File: config.mk
export PLATFORM = sky130hd
export DESIGN_NAME = dma_irq_status
export DESIGN_NICKNAME = d
export VERILOG_FILES = /design/src/rtl/dma_irq_pkg.sv /design/src/rtl/dma_irq_wdog.sv /design/src/rtl/dma_irq_unavail.sv /design/src/rtl/dma_irq_bits.sv /design/src/rtl/dma_irq_status.sv
export SDC_FILE = /design/constraint.sdc
export NUM_CORES = 1
export LEC_CHECK = 0
export ABC_AREA = 1
export BUFFER_PORTS_ARGS = -buffer_cell sky130_fd_sc_hd__buf_2
export CAP_MARGIN = 40
export CORE_ASPECT_RATIO = 0.7
export CORE_MARGIN = 2
export CORE_UTILIZATION = 45
export DETAILED_ROUTE_END_ITERATION = 8
export MAX_ROUTING_LAYER = met4
export PLACE_DENSITY = 0.85
export SETUP_SLACK_MARGIN = 0.3
export SYNTH_ARGS = -nofsm -noshare
export SYNTH_HDL_FRONTEND = slang
export SYNTH_SLANG_ARGS = --single-unit
File: constraint.sdc
create_clock -name clk -period 1.6 [get_ports clk]
set_clock_uncertainty 0.15 [all_clocks]
set_input_delay 0.08 -clock clk [delete_from_list [all_inputs] [get_ports clk]]
set_output_delay 0.08 -clock clk [all_outputs]
set_load 0.05 [all_outputs]
File: src/rtl/dma_irq_pkg.sv
package dma_irq_pkg;

    localparam int SR_W = 16;

    localparam int B_TX_DONE  = 0;
    localparam int B_TX_STOP  = 1;
    localparam int B_TX_UNAV  = 2;
    localparam int B_RX_DONE  = 6;
    localparam int B_RX_UNAV  = 7;
    localparam int B_RX_STOP  = 8;
    localparam int B_RX_WDOG  = 9;
    localparam int B_ABN      = 15;

    localparam logic [SR_W-1:0] LIVE_BITS   = 16'h83C7;
    localparam logic [SR_W-1:0] ABN_SOURCES = 16'h0182;

    typedef struct packed {
        logic tx_done;
        logic tx_stop;
        logic tx_unav;
        logic rx_done;
        logic rx_unav;
        logic rx_stop;
        logic rx_wdog;
        logic abn;
    } irq_evt_t;

    function automatic logic [SR_W-1:0] evt_to_vec(input irq_evt_t e);
        logic [SR_W-1:0] v;
        v            = '0;
        v[B_TX_DONE] = e.tx_done;
        v[B_TX_STOP] = e.tx_stop;
        v[B_TX_UNAV] = e.tx_unav;
        v[B_RX_DONE] = e.rx_done;
        v[B_RX_UNAV] = e.rx_unav;
        v[B_RX_STOP] = e.rx_stop;
        v[B_RX_WDOG] = e.rx_wdog;
        v[B_ABN]     = e.abn;
        return v;
    endfunction

endpackage

File: src/rtl/dma_irq_wdog.sv
module dma_irq_wdog #(
    parameter int LIMIT = 2048
) (
    input  logic clk,
    input  logic rst,
    input  logic sof,
    input  logic byte_vld,
    output logic trip
);
    localparam int CW = $clog2(LIMIT + 2);
    localparam logic [CW-1:0] AT_LIMIT = CW'(LIMIT);
    localparam logic [CW-1:0] SAT      = CW'(LIMIT + 1);

    logic [CW-1:0] cnt;

    // Fires only on the byte that moves the count past the limit.
    // The counter then saturates, so the trip cannot repeat within a frame.
    assign trip = byte_vld && !sof && (cnt == AT_LIMIT);

    always_ff @(posedge clk) begin
        if (rst) begin
            cnt <= '0;
        end else if (sof) begin
            cnt <= byte_vld ? CW'(1) : '0;
        end else if (byte_vld && cnt != SAT) begin
            cnt <= cnt + CW'(1);
        end
    end
endmodule

File: src/rtl/dma_irq_unavail.sv
module dma_irq_unavail (
    input  logic clk,
    input  logic rst,
    input  logic fetch,
    input  logic owned,
    output logic first_miss
);
    logic prev_owned;

    assign first_miss = fetch && !owned && prev_owned;

    always_ff @(posedge clk) begin
        if (rst) begin
            prev_owned <= 1'b1;
        end else if (fetch) begin
            prev_owned <= owned;
        end
    end
endmodule

File: src/rtl/dma_irq_bits.sv
module dma_irq_bits
    import dma_irq_pkg::*;
(
    input  logic            clk,
    input  logic            rst,
    input  logic [SR_W-1:0] set_vec,
    input  logic            clr_we,
    input  logic [SR_W-1:0] clr_data,
    output logic [SR_W-1:0] q
);
    logic [SR_W-1:0] clr_vec;
    logic [SR_W-1:0] q_next;

    assign clr_vec = clr_we ? clr_data : '0;

    // A set in the same cycle as a clear wins.
    genvar i;
    generate
        for (i = 0; i < SR_W; i++) begin : g_bit
            if (LIVE_BITS[i]) begin : g_live
                assign q_next[i] = set_vec[i] | (q[i] & ~clr_vec[i]);
            end else begin : g_rsvd
                assign q_next[i] = 1'b0;
            end
        end
    endgenerate

    always_ff @(posedge clk) begin
        if (rst) begin
            q <= '0;
        end else begin
            q <= q_next;
        end
    end
endmodule

File: src/rtl/dma_irq_status.sv
module dma_irq_status
    import dma_irq_pkg::*;
#(
    parameter int WD_LIMIT = 2048
) (
    input  logic        clk,
    input  logic        rst,
    input  logic        tx_done_evt,
    input  logic        tx_stop_evt,
    input  logic        tx_unavail_evt,
    input  logic        rx_done_evt,
    input  logic        rx_stop_evt,
    input  logic        rx_fetch,
    input  logic        rx_fetch_owned,
    input  logic        rx_sof,
    input  logic        rx_byte_vld,
    input  logic        clr_we,
    input  logic [15:0] clr_data,
    input  logic [15:0] irq_mask,
    output logic [15:0] status,
    output logic        irq
);
    irq_evt_t        evt;
    logic [SR_W-1:0] set_vec;
    logic            wd_trip;
    logic            ru_first;

    dma_irq_wdog #(.LIMIT(WD_LIMIT)) u_wdog (
        .clk      (clk),
        .rst      (rst),
        .sof      (rx_sof),
        .byte_vld (rx_byte_vld),
        .trip     (wd_trip)
    );

    dma_irq_unavail u_unav (
        .clk        (clk),
        .rst        (rst),
        .fetch      (rx_fetch),
        .owned      (rx_fetch_owned),
        .first_miss (ru_first)
    );

    always_comb begin
        evt.tx_done = tx_done_evt;
        evt.tx_stop = tx_stop_evt;
        evt.tx_unav = tx_unavail_evt;
        evt.rx_done = rx_done_evt;
        evt.rx_unav = ru_first;
        evt.rx_stop = rx_stop_evt;
        evt.rx_wdog = wd_trip;
        evt.abn     = |(status & irq_mask & ABN_SOURCES);
    end

    assign set_vec = evt_to_vec(evt);

    dma_irq_bits u_bits (
        .clk      (clk),
        .rst      (rst),
        .set_vec  (set_vec),
        .clr_we   (clr_we),
        .clr_data (clr_data),
        .q        (status)
    );

    assign irq = |(status & irq_mask);
endmodule

; ---- After elaboration in Yosys (flattened, before gate mapping)
; Index checks and enable logic that the tools add are counted.
[totals]
register_bits = 29
input_bits = 44
out_inout_bits = 17
[op_classes]
add_sub_neg = 1
eq_ne = 2
mux = 4
n_bitwise = 25
n_reduce_logical = 10
[op_table]
columns = op, n
row1 = 12-bit 2-to-1 mux, 2
row2 = 16-bit AND, 1
row3 = 16-bit 2-to-1 mux, 1
row4 = 16-bit OR reduction, 1
row5 = "12-bit by 1-bit adder with 12-bit output, second input constant", 1
row6 = "12-bit equality test, second input constant", 1
row7 = "12-bit != test, second input constant", 1
row8 = 1-bit AND, 8
row9 = 1-bit inverter, 8
row10 = 1-bit bitwise OR, 8
row11 = 1-bit logical AND, 5
row12 = 3-bit OR reduction, 1
row13 = 1-bit zero test, 2
row14 = 2-bit nonzero test, 1
row15 = 1-bit 2-to-1 mux, 1

; ---- Logic depth before layout (Yosys ltp)
[depth]
word_depth = 4
ltp_mapped = 9
depth_no_buf = 9

; ---- Hierarchy
; From an unflattened synthesis, not the netlist that was laid out.
[unflattened]
hier_cells = 228
hier_area_um2 = 1368.8
[by_module_without_submodules]
columns = module, instances, cells_per_inst, area_each_um2, seq_area_each_um2
row1 = dma_irq_wdog, 1, 130, 802.0, 240.2
row2 = dma_irq_bits, 1, 51, 362.8, 160.2
row3 = dma_irq_status, 1, 37, 141.4, 0.0
row4 = dma_irq_unavail, 1, 10, 62.6, 20.0

; ---- Least setup slack after synthesis
; OpenSTA, ideal clock, no wires.
[synth_path]
path_kind = reg-to-output
from = register u_bits.q[9]
to = output irq
arrival_ns = 1.297
t_required_ns = 1.370
path_slack_ns = 0.073
path_stages_with_launch = 5
n_path_buf = 0
cell_sequence = dfxtp_1 nand2_1 nand3_1 a221oi_1 nand3_1
[synth_between]
elab_chain_len = 2
[synth_lines]
columns = element, line
row1 = "start, declared", dma_irq_bits.sv:9  ; output logic [SR_W-1:0] q
row2 = "start signal, assigned", dma_irq_bits.sv:32  ; q <= q_next;
row3 = 16-bit AND, dma_irq_status.sv:66  ; assign irq = |(status & irq_mask);
row4 = 16-bit OR reduction, dma_irq_status.sv:66
row5 = "end, declared", dma_irq_status.sv:21  ; output logic irq
; Every way passes these cells.

; ---- Final worst setup path
[layout_path]
from = register u_wdog.cnt[1]
to = register u_wdog.cnt[3]
[layout_between]
elab_chain_len = 3
[layout_lines]
columns = element, line
row1 = "start, declared", dma_irq_wdog.sv:14  ; logic [CW-1:0] cnt;
row2 = "start signal, assigned", dma_irq_wdog.sv:24  ; cnt <= byte_vld ? CW'(1) : '0;
row3 = "start signal, assigned", dma_irq_wdog.sv:26  ; cnt <= cnt + CW'(1);
row4 = 12-bit by 1-bit adder with 12-bit output or 12-bit != test (tied branches), "dma_irq_wdog.sv:26, dma_irq_wdog.sv:25"
row5 = 12-bit 2-to-1 mux or 1-bit logical AND (tied branches), dma_irq_wdog.sv:25  ; end else if (byte_vld && cnt != SAT) begin
row6 = 12-bit 2-to-1 mux or 2-bit nonzero test (tied branches), -
; Parallel ways exist; a longest one is shown, timed or not. The select of a mux whose other input is x is not followed.
; A chain may end at the register's enable or synchronous reset.

==> results.sh <==
export IMPL_timing_critical_path_fanout_max=6
export IMPL_port_buffers=36
export IMPL_leakage_nw=0.909
export IMPL_core_area_mm2=0.00253
export IMPL_crit_path_frequent_cell="sky130_fd_sc_hd__nor2_1"
export IMPL_layout_area_overhead_vs_synth_pct=53.5
export IMPL_cts_root_to_sink_buffers=2
export IMPL_placement_cell_area_mm2=0.00146
export IMPL_drt_pass1_iterations=4
export IMPL_std_cell_rows=15
export IMPL_rsz0062_at_grt="yes"
export IMPL_largest_stage_delay_on_the_critical_path_ns=0.39
export IMPL_worst_path_dominant_cell_family="simple AND/OR/NAND/NOR gates"
export IMPL_fill_cells=171
export IMPL_share_of_post_route_cells_with_drive_strength_above_1=0.435
export IMPL_path_depth=8
export IMPL_fp_dieW_um=66.8
export IMPL_post_route_cell_area_mm2=0.00191
export IMPL_clkSlewWorstSetupHoldPaths_ns=0.08
export IMPL_antenna_left=0
export IMPL_n_antenna_cell=0
export IMPL_period_minus_slack_ns=1.50
export IMPL_syn_area_mm2=0.00124
export IMPL_worst_endpoint_arrival_ns=1.51
export IMPL_timing_fmax_mhz=668
export IMPL_power_density_mw_per_mm2=641
export IMPL_numCtsBuffers=3
export IMPL_min_delay_path_depth=3
export IMPL_grt_pass1_vias=1363
export IMPL_route_vias_total=1445
export IMPL_ioPinCount=61
export IMPL_wl_met2_um=2150
export IMPL_clock_tree_root_cell="sky130_fd_sc_hd__clkbuf_8"
export IMPL_antenna_found_initial=0
export IMPL_cpMaxStageDelayCell="sky130_fd_sc_hd__dfxtp_4"
export IMPL_ys_seq_area_frac=0.338
export IMPL_post_synth_inst_count=190
export IMPL_hold_class="primary input to flip-flop"
export IMPL_wirelength_met1_um=1570
export IMPL_cts_tree="done"
export IMPL_met3WireLength_um=243
export IMPL_synth_warnings=0
export IMPL_cap_violations=0
export IMPL_initial_utilization=0.490
export IMPL_cts_hold_buf=16
export IMPL_design_final_nets=301
export IMPL_dp_hpwl_um=2200
export IMPL_highest_layer="met4"
export IMPL_criticalPathCategory="flip-flop to flip-flop"
export IMPL_grt_first_pass_wirelength_um=5930
export IMPL_routabilityCongestion=0.844
export IMPL_number_of_library_cell_types_mapped_by_synthesis=27
export IMPL_grt_use_total=0.271
export IMPL_final_max_slew_violation_count=0
export IMPL_yosys_register_bits=21
export IMPL_insertion_delay_of_the_later_clocked_pin_in_the_worst_skew_pair_ns=0.27
export IMPL_timing_reg2reg_worst_path_depth=8
export IMPL_worstPathCellList="inv_4 > ha_4 > nand2_4 > nor2_4 > a21oi_4 > nand2_2 > nor2_1 > nor2_1"
export IMPL_route_detailed_vias_per_inst=5.03
export IMPL_irDropWorstVdd_v=0.000512
export IMPL_timing_critical_path_buf_inv=1
export IMPL_critPathRequiredTime_ns=1.62
export IMPL_clock_sink_count=21
export IMPL_drt_wl_total_um=4190
export IMPL_die_y_um=48.0
export IMPL_fin_setup_tns_ns=0
export IMPL_finalSetupViolations=0
export IMPL_final_hold_viol_count=1
export IMPL_regArea_um2=452
export IMPL_crit_path_start_kind="flip-flop"
export IMPL_gr_total_overflow=0
export IMPL_first_iter_violations=71
export IMPL_worstSetupEndpointType="flip-flop"
export IMPL_cts_htree_levels=1
export IMPL_violations="negative hold slack"
export IMPL_finalHoldWorstSlack_ns=-0.0162
export IMPL_grt_max_degree=12
export IMPL_multi_input_area_um2=820
export IMPL_status="finished with violations"
export IMPL_floorplan_die_area_mm2=0.00320
export IMPL_min_period_over_period=0.935
export IMPL_wl_per_instance_um=14.6
export IMPL_remaining_drc_errors=0
export IMPL_syn_mean_instance_area_um2=6.54
[what timing repair did]
item                                   in CTS  in global routing
setup endpoints to repair                  14                 14
pin swaps                                  16                  9
resized for setup                          28                 26
endpoints found under the hold margin       9                  1
buffers inserted                            8                  3
gates cloned                                0                  0
[path summary, 6_finish.rpt]
| kind | end | start | slack (ns) |
|---|---|---|---|
| hold reg to reg | u_bits.q[7]$_SDFF_PP0_ | u_unav.prev_owned$_SDFFE_PP1P_ | 0.33 |
| setup / recovery | u_wdog.cnt[3]$_SDFFE_PP0P_ | u_wdog.cnt[1]$_SDFFE_PP0P_ | 0.10 |
| setup reg to reg | u_wdog.cnt[3]$_SDFFE_PP0P_ | u_wdog.cnt[1]$_SDFFE_PP0P_ | 0.10 |
| hold / removal | u_bits.q[15]$_SDFF_PP0_ | irq_mask[1] | -0.02 |
[cell usage after synthesis, drive strengths merged]
| library cell | number | area share |
|---|---|---|
| a21oi | 9 | 0.045 |
| a221oi | 1 | 0.0071 |
| a22o | 1 | 0.0071 |
| a31oi | 1 | 0.0050 |
| buf | 10 | 0.056 |
| clkbuf | 2 | 0.0060 |
| conb | 1 | 0.0030 |
| dfxtp | 21 | 0.34 |
| ha | 3 | 0.030 |
| inv | 27 | 0.082 |
| nand2 | 55 | 0.19 |
| nand3 | 11 | 0.048 |
| nand4 | 2 | 0.010 |
| nor2 | 36 | 0.12 |
| nor3 | 3 | 0.012 |
| nor3b | 1 | 0.010 |
| o21ai | 4 | 0.016 |
| o21bai | 2 | 0.012 |
[worst min-delay path, cell delays in order]
cell and delay [ns]:
sky130_fd_sc_hd__buf_2 0.10, sky130_fd_sc_hd__nand2_1 0.09, sky130_fd_sc_hd__a31oi_1 0.09
[logic make-up (layout without fill, tap and decap cells)]
| group | Yosys count | after routing | synth area share |
|---|---|---|---|
| simple gates | 108 | 108 | 0.392 |
| buf+inv | 39 | 95 | 0.144 |
| flops | 21 | 21 | 0.338 |
| compound gates | 18 | 18 | 0.0927 |
| fa+ha+maj | 3 | 3 | 0.0302 |
| other cells | 1 | 8 | 0.00302 |
[layout by cell type (no fill, tap or decap), types with 7 or more instances in the layout]
master                          count
sky130_fd_sc_hd__buf_4             11
sky130_fd_sc_hd__nor2_1            24
sky130_fd_sc_hd__nand2_2            9
sky130_fd_sc_hd__nand2_1           42
sky130_fd_sc_hd__inv_1             20
sky130_fd_sc_hd__buf_2             35
sky130_fd_sc_hd__dlygate4sd3_1     16
sky130_fd_sc_hd__dfxtp_2            7
sky130_fd_sc_hd__conb_1             8
sky130_fd_sc_hd__dfxtp_1            8
[registers in the layout, indices dropped and copies added (netlist names)]
name	cells
u_bits.q	8
u_unav.prev_owned	1
u_wdog.cnt	12
[layer usage]
| metal | up-vias | GRT usage |
|---|---|---|
| li1 | 695 | - |
| met1 | 646 | 0.278 |
| met2 | 79 | 0.476 |
| met3 | 25 | 0.0753 |
| met4 | 0 | 0.176 |
| met5 | - | - |
[layout make-up]
type / instances / area share
inverters: 27 / 0.0545
well taps: 34 / 0.0223
repair buffers: 64 / 0.233
flip-flops and latches: 21 / 0.237
clock buffers: 4 / 0.0236
multi-input cells: 137 / 0.430
[power breakdown]
group          internal (mW)  switching, mW  total [mW]  leakage (nW)
logic                  0.115          0.197       0.312         0.707
registers              0.534         0.0188       0.552         0.179
clock network          0.178          0.180       0.358        0.0228
[metrics by stage]
step | hold WS, ns | setup WS [ns] | std cells | total power [mW] | utilization
6_report | -0.0162 | 0.104 | 287 | 1.22 | 0.753
5_1_grt | -0.0121 | 0.0528 | 287 | 1.28 | 0.753
3_5_place_dp | 0.143 | 0.152 | 256 | 0.808 | 0.574
3_3_place_gp | 0.138 | 0.170 | 256 | 0.802 | 0.574
2_1_floorplan | 0.0473 | 0.259 | 197 | 0.757 | -
4_1_cts | -0.0102 | 0.169 | 284 | 1.20 | 0.718
Power figures use the tool's default switching activity.
